--- src/rtl/symaddr_pkg.sv ---
package symaddr_pkg;
  localparam int SIZE_W    = 2;
  localparam int MAX_BYTES = 1 << ((1 << SIZE_W) - 1);
  localparam int DATA_W    = 8 * MAX_BYTES;

  typedef enum logic [1:0] {
    KIND_CLEAR = 2'd0,
    KIND_FWD   = 2'd1,
    KIND_WAIT  = 2'd2
  } res_kind_e;

  typedef enum logic [1:0] {
    PAIR_NONE  = 2'd0,
    PAIR_INDEP = 2'd1,
    PAIR_MATCH = 2'd2,
    PAIR_UNK   = 2'd3
  } pair_e;

  function automatic logic [DATA_W-1:0] size_mask(input logic [SIZE_W-1:0] sz);
    logic [DATA_W-1:0] m;
    m = '0;
    for (int b = 0; b < MAX_BYTES; b++) begin
      if (b < (1 << sz)) m[b*8 +: 8] = 8'hFF;
    end
    return m;
  endfunction
endpackage

--- src/rtl/symaddr_store_q.sv ---
module symaddr_store_q
  import symaddr_pkg::*;
#(
  parameter int DEPTH = 4,
  parameter int TAG_W = 7,
  parameter int OFF_W = 12
) (
  input  logic              clk,
  input  logic              rst_n,
  input  logic              push,
  input  logic [TAG_W-1:0]  push_base,
  input  logic [OFF_W-1:0]  push_off,
  input  logic [SIZE_W-1:0] push_size,
  input  logic [DATA_W-1:0] push_data,
  input  logic              pop,
  output logic              full,
  output logic              ord_valid [DEPTH],
  output logic [TAG_W-1:0]  ord_base  [DEPTH],
  output logic [OFF_W-1:0]  ord_off   [DEPTH],
  output logic [SIZE_W-1:0] ord_size  [DEPTH],
  output logic [DATA_W-1:0] ord_data  [DEPTH]
);
  localparam int PTR_W = (DEPTH > 1) ? $clog2(DEPTH) : 1;
  localparam int CNT_W = $clog2(DEPTH + 1);

  logic [TAG_W-1:0]  mem_base [DEPTH];
  logic [OFF_W-1:0]  mem_off  [DEPTH];
  logic [SIZE_W-1:0] mem_size [DEPTH];
  logic [DATA_W-1:0] mem_data [DEPTH];
  logic [PTR_W-1:0]  head_q;
  logic [CNT_W-1:0]  cnt_q;
  logic [PTR_W-1:0]  tail;
  logic              push_ok, pop_ok;

  function automatic logic [PTR_W-1:0] wrap_add(input int a, input int b);
    int s;
    s = a + b;
    if (s >= DEPTH) s = s - DEPTH;
    return PTR_W'(s);
  endfunction

  assign full    = (cnt_q == CNT_W'(DEPTH));
  assign push_ok = push && !full;
  assign pop_ok  = pop && (cnt_q != '0);
  assign tail    = wrap_add(int'(head_q), int'(cnt_q));

  always_ff @(posedge clk) begin
    if (!rst_n) begin
      head_q <= '0;
      cnt_q  <= '0;
    end else begin
      if (pop_ok) head_q <= wrap_add(int'(head_q), 1);
      cnt_q <= cnt_q + CNT_W'(push_ok) - CNT_W'(pop_ok);
    end
  end

  always_ff @(posedge clk) begin
    if (push_ok) begin
      mem_base[tail] <= push_base;
      mem_off[tail]  <= push_off;
      mem_size[tail] <= push_size;
      mem_data[tail] <= push_data;
    end
  end

  // Present entries oldest first; slot k is valid when k stores precede it.
  for (genvar k = 0; k < DEPTH; k++) begin : g_order
    logic [PTR_W-1:0] src;
    assign src          = wrap_add(int'(head_q), k);
    assign ord_valid[k] = (CNT_W'(k) < cnt_q);
    assign ord_base[k]  = mem_base[src];
    assign ord_off[k]   = mem_off[src];
    assign ord_size[k]  = mem_size[src];
    assign ord_data[k]  = mem_data[src];
  end
endmodule

--- src/rtl/symaddr_pair_cls.sv ---
module symaddr_pair_cls
  import symaddr_pkg::*;
#(
  parameter int TAG_W = 7,
  parameter int OFF_W = 12
) (
  input  logic              st_valid,
  input  logic [TAG_W-1:0]  st_base,
  input  logic [OFF_W-1:0]  st_off,
  input  logic [SIZE_W-1:0] st_size,
  input  logic [TAG_W-1:0]  ld_base,
  input  logic [OFF_W-1:0]  ld_off,
  input  logic [SIZE_W-1:0] ld_size,
  output pair_e             grade
);
  logic              same_base;
  logic [OFF_W:0]    diff;
  logic [OFF_W:0]    mag;
  logic [SIZE_W-1:0] wide_sz;
  logic [OFF_W:0]    span;

  assign same_base = (st_base == ld_base);
  assign diff      = {ld_off[OFF_W-1], ld_off} - {st_off[OFF_W-1], st_off};
  assign mag       = diff[OFF_W] ? (~diff + 1'b1) : diff;
  assign wide_sz   = (ld_size > st_size) ? ld_size : st_size;
  assign span      = (OFF_W + 1)'(1) << wide_sz;

  always_comb begin
    if (!st_valid)                                   grade = PAIR_NONE;
    else if (!same_base)                             grade = PAIR_UNK;
    else if ((diff == '0) && (ld_size <= st_size))   grade = PAIR_MATCH;
    else if (mag >= span)                            grade = PAIR_INDEP;
    else                                             grade = PAIR_UNK;
  end
endmodule

--- src/rtl/symaddr_select.sv ---
module symaddr_select
  import symaddr_pkg::*;
#(
  parameter int DEPTH = 4
) (
  input  pair_e             grade    [DEPTH],
  input  logic [DATA_W-1:0] st_data  [DEPTH],
  input  logic [SIZE_W-1:0] ld_size,
  output res_kind_e         kind,
  output logic [DATA_W-1:0] data
);
  localparam int SEL_W = (DEPTH > 1) ? $clog2(DEPTH) : 1;

  logic             any_unk;
  logic             hit;
  logic [SEL_W-1:0] sel;

  always_comb begin
    any_unk = 1'b0;
    hit     = 1'b0;
    sel     = '0;
    // Ascending age order: the last match seen is the youngest.
    for (int k = 0; k < DEPTH; k++) begin
      if (grade[k] == PAIR_UNK) any_unk = 1'b1;
      if (grade[k] == PAIR_MATCH) begin
        hit = 1'b1;
        sel = SEL_W'(k);
      end
    end
  end

  always_comb begin
    if (any_unk) begin
      kind = KIND_WAIT;
      data = '0;
    end else if (hit) begin
      kind = KIND_FWD;
      data = st_data[sel] & size_mask(ld_size);
    end else begin
      kind = KIND_CLEAR;
      data = '0;
    end
  end
endmodule

--- src/rtl/symaddr_disambig.sv ---
module symaddr_disambig
  import symaddr_pkg::*;
#(
  parameter int DEPTH = 4,
  parameter int TAG_W = 7,
  parameter int OFF_W = 12
) (
  input  logic              clk,
  input  logic              rst_n,
  input  logic              st_valid,
  output logic              st_ready,
  input  logic [TAG_W-1:0]  st_base,
  input  logic [OFF_W-1:0]  st_off,
  input  logic [1:0]        st_size,
  input  logic [63:0]       st_data,
  input  logic              commit,
  input  logic              ld_valid,
  output logic              ld_ready,
  input  logic [TAG_W-1:0]  ld_base,
  input  logic [OFF_W-1:0]  ld_off,
  input  logic [1:0]        ld_size,
  output logic              res_valid,
  input  logic              res_ready,
  output logic [1:0]        res_kind,
  output logic [63:0]       res_data
);
  logic              full;
  logic              q_valid [DEPTH];
  logic [TAG_W-1:0]  q_base  [DEPTH];
  logic [OFF_W-1:0]  q_off   [DEPTH];
  logic [SIZE_W-1:0] q_size  [DEPTH];
  logic [DATA_W-1:0] q_data  [DEPTH];
  pair_e             grade   [DEPTH];
  res_kind_e         pick_kind;
  logic [DATA_W-1:0] pick_data;
  logic              ld_fire;
  logic              rv_q;
  res_kind_e         kind_q;
  logic [DATA_W-1:0] data_q;

  assign st_ready = !full;
  assign ld_ready = !rv_q || res_ready;
  assign ld_fire  = ld_valid && ld_ready;

  symaddr_store_q #(.DEPTH(DEPTH), .TAG_W(TAG_W), .OFF_W(OFF_W)) u_queue (
    .clk       (clk),
    .rst_n     (rst_n),
    .push      (st_valid && st_ready),
    .push_base (st_base),
    .push_off  (st_off),
    .push_size (st_size),
    .push_data (st_data),
    .pop       (commit),
    .full      (full),
    .ord_valid (q_valid),
    .ord_base  (q_base),
    .ord_off   (q_off),
    .ord_size  (q_size),
    .ord_data  (q_data)
  );

  for (genvar k = 0; k < DEPTH; k++) begin : g_cmp
    symaddr_pair_cls #(.TAG_W(TAG_W), .OFF_W(OFF_W)) u_pair (
      .st_valid (q_valid[k]),
      .st_base  (q_base[k]),
      .st_off   (q_off[k]),
      .st_size  (q_size[k]),
      .ld_base  (ld_base),
      .ld_off   (ld_off),
      .ld_size  (ld_size),
      .grade    (grade[k])
    );
  end

  symaddr_select #(.DEPTH(DEPTH)) u_pick (
    .grade   (grade),
    .st_data (q_data),
    .ld_size (ld_size),
    .kind    (pick_kind),
    .data    (pick_data)
  );

  always_ff @(posedge clk) begin
    if (!rst_n) begin
      rv_q   <= 1'b0;
      kind_q <= KIND_CLEAR;
      data_q <= '0;
    end else if (ld_fire) begin
      rv_q   <= 1'b1;
      kind_q <= pick_kind;
      data_q <= pick_data;
    end else if (res_ready) begin
      rv_q   <= 1'b0;
    end
  end

  assign res_valid = rv_q;
  assign res_kind  = kind_q;
  assign res_data  = data_q;
endmodule

--- config.mk ---
export PLATFORM = sky130hd
export DESIGN_NAME = symaddr_disambig
export DESIGN_NICKNAME = d
export VERILOG_FILES = /design/src/rtl/symaddr_pkg.sv /design/src/rtl/symaddr_store_q.sv /design/src/rtl/symaddr_pair_cls.sv /design/src/rtl/symaddr_select.sv /design/src/rtl/symaddr_disambig.sv
export SDC_FILE = /design/constraint.sdc
export NUM_CORES = 1
export LEC_CHECK = 0
export BUFFER_PORTS_ARGS = -buffer_cell sky130_fd_sc_hd__buf_4
export CELL_PAD_IN_SITES_DETAIL_PLACEMENT = 2
export CELL_PAD_IN_SITES_GLOBAL_PLACEMENT = 2
export CORE_ASPECT_RATIO = 2
export CORE_MARGIN = 2
export CORE_UTILIZATION = 40
export DETAILED_ROUTE_END_ITERATION = 7
export PLACE_DENSITY = 0.79
export RECOVER_POWER = 100
export SYNTH_ARGS = -nofsm -noshare
export SYNTH_HDL_FRONTEND = slang
export SYNTH_SLANG_ARGS = --single-unit
--- constraint.sdc ---
create_clock -name clk -period 25.6 [get_ports clk]
set_input_delay 5.12 -clock clk [delete_from_list [all_inputs] [get_ports clk]]
set_output_delay 5.12 -clock clk [all_outputs]
set_load 0.03 [all_outputs]
== After elaboration in Yosys (flattened, before gate mapping) ==
Memory sizes are Yosys's and may differ from the RTL's.
Cells that the tools add are included.

* $lt $le $gt $ge: 30
* $mul: 0
* Add/subtract/negate cells: 19
* Equality and inequality tests: 13
* Reductions and logical operators: 17
* Shift operators: 5
* Bitwise gates (word level): 6
* Divide/modulo/power cells: 0
* Multiplexer cells: 75

{| class="wikitable"
|+ Operators with widths
! operator !! number
|-
| 64-bit two-way mux || 4
|-
| 8-bit two-way mux || 24
|-
| 64-bit binary-select mux with 2-bit select || 1
|-
| 4-bit by 32-bit less-than comparator with 1-bit output (first input constant) || 4
|-
| 64-bit AND || 1
|-
| 3-bit by 32-bit less-than comparator with 1-bit output (first input constant) || 2
|-
| 2-bit two-way mux || 28
|-
| 13-bit by 1-bit adder with 13-bit output (second input constant) || 4
|-
| 13-bit >= comparator || 4
|-
| 13-bit zero test || 4
|-
| 13-bit two-way mux || 4
|-
| 13-bit inverter || 4
|-
| 1-bit by 2-bit << shifter with 13-bit output (first input constant) || 4
|-
| 12-bit by 12-bit subtractor with 13-bit output || 4
|-
| 1-bit by 32-bit less-than comparator with 1-bit output (first input constant) || 1
|-
| 2-bit by 32-bit less-than comparator with 1-bit output (first input constant) || 1
|-
| 1-bit by 2-bit << shifter with 32-bit output (first input constant) || 1
|-
| 7-bit == test || 4
|-
| 2-bit == test (second input constant) || 8
|-
| 1-bit two-way mux || 14
|-
| 3-bit >= comparator (second input constant) || 4
|-
| 2-bit by 1-bit subtractor with 2-bit output (second input constant) || 5
|-
| 2-bit > comparator || 4
|-
| 2-bit <= comparator || 4
|-
| 16 further kinds || 27
|}

* Word-level logic and storage cells: 174
* Output and inout bits: 69
* Bits in read-only memories: 0
* Flip-flop bits (word level): 72
* Bits in latches: 0
* Memories kept: 4
* Bits in writable memories: 340

{| class="wikitable"
|+ Memory list
! name !! depth !! bits a word !! read ports !! clocked after memory_dff !! write ports !! line !! text
|-
| u_queue.mem_data || 4 || 64 || 4 || 0 || 1 || symaddr_store_q.sv:29 || <nowiki>logic [DATA_W-1:0] mem_data [DEPTH];</nowiki>
|-
| u_queue.mem_off || 4 || 12 || 4 || 0 || 1 || symaddr_store_q.sv:27 || <nowiki>logic [OFF_W-1:0] mem_off [DEPTH];</nowiki>
|-
| u_queue.mem_base || 4 || 7 || 4 || 0 || 1 || symaddr_store_q.sv:26 || <nowiki>logic [TAG_W-1:0] mem_base [DEPTH];</nowiki>
|-
| u_queue.mem_size || 4 || 2 || 4 || 0 || 1 || symaddr_store_q.sv:28 || <nowiki>logic [SIZE_W-1:0] mem_size [DEPTH];</nowiki>
|}

== Depth between registers and ports, before layout ==
An unclocked memory read counts as a cell.

* Word-level depth: 24
* Gate-level depth with buffers: 29
* Mapped depth without buffers: 20

== Cells and area by module ==
A second synthesis with hierarchy kept.

* Cells, all modules: 2055
* Area total of the unflattened synthesis: 28912.7 um^2

{| class="wikitable"
|+ Modules (own cells, without submodules)
! module !! area an instance (um^2) !! cells an instance !! instances
|-
| symaddr_store_q || 18923.1 || 799 || 1
|-
| symaddr_pair_cls at g_cmp[0].u_pair ... || 1291.2 || 179 || 3
|-
| symaddr_disambig || 2670.1 || 294 || 1
|-
| symaddr_select || 2095.8 || 241 || 1
|-
| symaddr_pair_cls at g_cmp[2].u_pair || 1350.0 || 184 || 1
|}

== Worst setup path after synthesis ==
No wires, ideal clock.

* Path type: input to register
* Start point: input st_valid
* End point: memory u_queue.mem_base[0][0], enable pin
* Stages on the path: 2
* Required time: 24.967 ns
* Path slack: 13.938 ns
* Library setup time: 0.633 ns
* Data arrival time: 11.029 ns
* Path buffers: 0
* Cell sequence: nand2_1 -> nor3_1

* Longest elaborated chain between the ends: 4

{| class="wikitable"
|+ Ends and longest elaborated chain
! item !! line !! text
|-
| from (decl) || symaddr_disambig.sv:10 || <nowiki>input logic st_valid,</nowiki>
|-
| 1-bit logical AND || symaddr_disambig.sv:48 || <nowiki>.push (st_valid && st_ready),</nowiki>
|-
| 1-bit logical AND || symaddr_store_q.sv:43 || <nowiki>assign push_ok = push && !full;</nowiki>
|-
| 1-bit two-way mux || symaddr_store_q.sv:58 || <nowiki>if (push_ok) begin</nowiki>
|-
| 1-bit two-way mux (implied by the code) || symaddr_store_q.sv:59 || <nowiki>mem_base[tail] <= push_base;</nowiki>
|-
| to (decl) || symaddr_store_q.sv:26 ||
|}

Every way passes these cells.

== Final worst setup path ==
* Start point: input ld_off[0]
* End point: register data_q[44] (netlist: res_data[44])

* Longest elaborated chain between the ends: 20

{| class="wikitable"
|+ Ends and longest elaborated chain
! item !! line !! text
|-
| from (decl) || symaddr_disambig.sv:20 || <nowiki>input logic [OFF_W-1:0] ld_off,</nowiki>
|-
| 12-bit by 12-bit subtractor with 13-bit output || symaddr_pair_cls.sv:23 || <nowiki>assign diff = {ld_off[OFF_W-1], ld_off} - {st_off[OFF_W-1], st_off};</nowiki>
|-
| 13-bit inverter || symaddr_pair_cls.sv:24 || <nowiki>assign mag = diff[OFF_W] ? (~diff + 1'b1) : diff;</nowiki>
|-
| 13-bit by 1-bit adder with 13-bit output || symaddr_pair_cls.sv:24 ||
|-
| 13-bit two-way mux || symaddr_pair_cls.sv:24 ||
|-
| 13-bit >= comparator || symaddr_pair_cls.sv:32 || <nowiki>else if (mag >= span) grade = PAIR_INDEP;</nowiki>
|-
| 2-bit two-way mux || symaddr_pair_cls.sv:32 ||
|-
| 2-bit two-way mux || symaddr_pair_cls.sv:31 || <nowiki>else if ((diff == '0) && (ld_size <= st_size)) grade = PAIR_MATCH;</nowiki>
|-
| 2-bit two-way mux || symaddr_pair_cls.sv:30 || <nowiki>else if (!same_base) grade = PAIR_UNK;</nowiki>
|-
| (+2 left out) || -- ||
|-
| 1-bit two-way mux || symaddr_select.sv:25 || <nowiki>if (grade[k] == PAIR_MATCH) begin</nowiki>
|-
| 2-bit two-way mux (2 in series) || symaddr_select.sv:25 ||
|-
| 2-bit inverter with 3-bit output (implied by the code) || symaddr_select.sv:38 || <nowiki>data = st_data[sel] & size_mask(ld_size);</nowiki>
|-
| 64-bit binary-select mux with 2-bit select || symaddr_select.sv:38 ||
|-
| 64-bit two-way mux (implied by the code) (2 in series) || symaddr_select.sv:38 ||
|-
| 64-bit AND || symaddr_select.sv:38 ||
|-
| 64-bit two-way mux || symaddr_select.sv:36 || <nowiki>end else if (hit) begin</nowiki>
|-
| 64-bit two-way mux * || symaddr_select.sv:33 || <nowiki>if (any_unk) begin</nowiki>
|-
| to (signal assigned) || symaddr_disambig.sv:91 || <nowiki>data_q <= pick_data;</nowiki>
|-
| to (decl) || symaddr_disambig.sv:39 || <nowiki>logic [DATA_W-1:0] data_q;</nowiki>
|}

Every way passes the cells marked *; elsewhere a longest branch is shown, timed or not. The select of a mux whose other input is x is not followed.
A chain may end at the register's enable or synchronous reset.

==> impl_metrics.yaml <==
pwr:
  power_density_nw_per_um2: 116
  p_leak_nw: 10.2
  peakVddDrop_mv: 0.0701
place:
  io_buffers: 180
  place_area_um2: 31000
  post-dp-hpwl_mm: 74.5
  gp_congestion: 0.945
final_layout:
  final_common_cell: "edfxtp_1"
  drive_gt1_frac: 0.183
  final_cell_area_um2: 31800
  postLayoutCoreUtil: 0.443
  nets: 2694
  layout_common_cells: "340 x edfxtp_1, 252 x mux4_2, 188 x nand2_1"
  syn_to_final_growth_pct: 9.69
detailed_routing:
  ant_nets: 0
  post-route-drc-count: 11
  drt_iter0_markers: 1454
  via_per_inst: 6.64
  routedWlPerCell_um: 31.2
  num_vias: 22895
  drt-pass1-iter-count: 8
  wl_mm: 107
clocking:
  root_buffer: "clkbuf_16"
  h-tree-depth: 2
  cts.sinks: 414
  ctsHoldBuffers: 0
  cts_setup_buffers: 0
  clk_pin_slew_ps: 60
  cts_resized: 0
  clk_latency_ps: 590
  cts.path.max_buffers: 3
  tritoncts: "built"
  cts_buffers: 41
timing:
  worst_slew_pin_slew_ps: 3750
  finalCritPeriodShare: 0.438
  max-slew-margin-rel: -1.50
  final.setup_skew_ps: 28.4
  fmax_mhz: 89.3
  finalHoldViolCount: 0
  fin_crit_ps: 11200
  fin_tns_setup_ps: 0
  slew_viol_final: 342
  rsz0062_at_grt: "false"
  setup_viol: 0
worst_setup_path:
  r2r_start: "u_queue.head_q[1]$_SDFFE_PN0P_"
  r2r-end: "u_queue.mem_base[3][1]$_DFFE_PP_"
  cp-end-kind: "register"
  cp-start-kind: "input port"
  r2r_slack_ps: 16640
  worst-setup-path-type: "input port to register"
  rr_worst_depth: 6
  cp.arrival_ps: 11590
  required_ps: 25990
  cp_max_fo: 21
grt:
  antenna_found_initial: 13
  grt_max_degree: 74
  track_usage: 0.287
  grt_pass1_vias: 26059
  grt_pass1_wl_mm: 162
  grt_overflow: 0
floorplanning:
  die_area_um2: 74800
  io_pins: 181
  rows: 139
  die_x_um: 194
  core-area_um2: 71800
  fp.dieH_um: 385
  initial_core_util: 0.404
synth:
  ys_types: 97
  synth-edff-count: 340
  syn_avg_cell_area_um2: 12.0
  yosysWarnings: 0
  ys_ff_latch: 414
  ys_seq_area_frac: 0.403
  syn_area_um2: 29000
  synthCells: 2414
  ys_async_sr_fraction: 0
  syn-num-nets: 2612
  synthFlopType: "edfxtp_1"
run_status:
  violations: "DRC, capacitance limit, slew limit"
  outcome: "complete, but fails checks"
hold_path:
  min_to: "res_data[50]$_SDFFE_PN0P_"
  hold_class: "register to register"
  worstHoldStart: "res_data[50]$_SDFFE_PN0P_"
  hold_depth: 2
run:
  maxCapViolations: 8
[state kept, by name, summed over array words and instances, names as in the netlist, named ones only]
| signal | flops |
|---|---|
| u_queue.mem_base | 28 |
| u_queue.mem_off | 48 |
| u_queue.mem_size | 8 |
| u_queue.cnt_q | 3 |
| res_kind | 2 |
| u_queue.head_q | 2 |
| res_valid | 1 |
| u_queue.mem_data | 256 |
| res_data | 64 |
[worst max-delay path by stage]
stage                          from                                to  cells after the start
final                     ld_off[0]         res_data[44]$_SDFFE_PN0P_                     19
after global routing      ld_off[0]         res_data[44]$_SDFFE_PN0P_                     19
after CTS                 res_ready                          ld_ready                      3
after detailed placement  res_ready                          ld_ready                      3
after global placement    res_ready                          ld_ready                      3
after floorplan            st_valid  u_queue.mem_base[0][0]$_DFFE_PP_                      2
[synthesized netlist by cell type (6+ instances only)]
library cell	instances	area share
dfxtp_1	74	0.051
and3_1	44	0.0095
edfxtp_1	340	0.35
buf_1	20	0.0026
a31oi_1	7	0.0015
or3_1	11	0.0024
nor4_1	12	0.0026
nor2_1	115	0.015
nor3b_1	8	0.0021
nand4b_1	7	0.0021
xnor2_1	46	0.014
nand3_1	74	0.013
inv_1	68	0.0088
mux2_2	40	0.016
nor2b_1	35	0.0076
a211o_1	10	0.0030
a21oi_1	108	0.019
o31ai_1	23	0.0060
o211ai_1	58	0.015
xor2_1	20	0.0060
ha_1	81	0.035
buf_2	40	0.0069
a21o_1	31	0.0080
a211oi_1	46	0.012
a221o_1	11	0.0038
nor3_1	21	0.0036
nand2b_1	22	0.0047
and2_1	26	0.0056
o2111ai_1	29	0.0088
o21a_1	17	0.0044
or2_2	9	0.0019
nand2_1	189	0.024
nand4_1	18	0.0039
o21ai_0	75	0.013
mux4_2	252	0.20
clkbuf_1	101	0.013
mux2i_1	131	0.045
o21ai_1	39	0.0067
buf_4	14	0.0036
a221oi_1	6	0.0018
[cell type report]
class                   instances  area, µm²
fillers                      7307      40000
multi-input cells            1753      16300
flip-flops and latches        414      11700
clock buffers                  57       1190
well taps                     916       1150
repair buffers                217       1010
inverters                      69        259
clock inverters                18        214
diodes                          6       15.0
[power breakdown]
| part | internal [mW] | switching [mW] |
|---|---|---|
| Sequential | 0.918 | 0.141 |
| Clock | 0.359 | 0.285 |
| Combinational | 0.829 | 1.16 |
| Total | 2.11 | 1.59 |
[per-layer routing]
metal  global-route usage  vias up  part of all wire
met5                    0        -            0.0011
met4                0.214       16             0.079
met3               0.0516      310             0.052
met2                0.537      753              0.53
met1                0.281    12023              0.34
li1                     -     9793                 -
[stage by stage]
step	total power, mW	setup WS (ps)	hold slack [ps]	cells
2_1_floorplan	2.47	13940	570	2414
3_3_place_gp	2.92	14920	437	3369
3_5_place_dp	3.05	14910	448	3369
4_1_cts	3.72	14910	464	3444
5_1_grt	3.93	14020	483	3447
6_report	3.70	14400	459	3450
[critical path, cell delays in order]
cell       delay (ps)
clkbuf_4          110
inv_1             270
ha_1              260
inv_1              80
fa_1              450
a211o_1           360
a21bo_1           230
a32oi_1           530
o21ai_0           180
ha_1              340
a21o_1            160
a21o_1            170
a211oi_1          320
o2111ai_1         160
a2111oi_0        1160
a22oi_4           200
nand4_1           150
clkbuf_1         1000
o21ai_0           320
[kinds of logic (layout without fill, tap and decap cells)]
group           after synthesis  count (layout)  synth area share
simple gates                625             625             0.109
compound gates              553             553             0.136
mux                         423             423             0.257
flops                       414             414             0.403
buf+inv                     247             361            0.0363
fa+ha+maj                    86              86            0.0384
xor+xnor                     66              66            0.0199
other cells                   0               6                 0
Note: power is estimated with default switching activity, not from simulation.
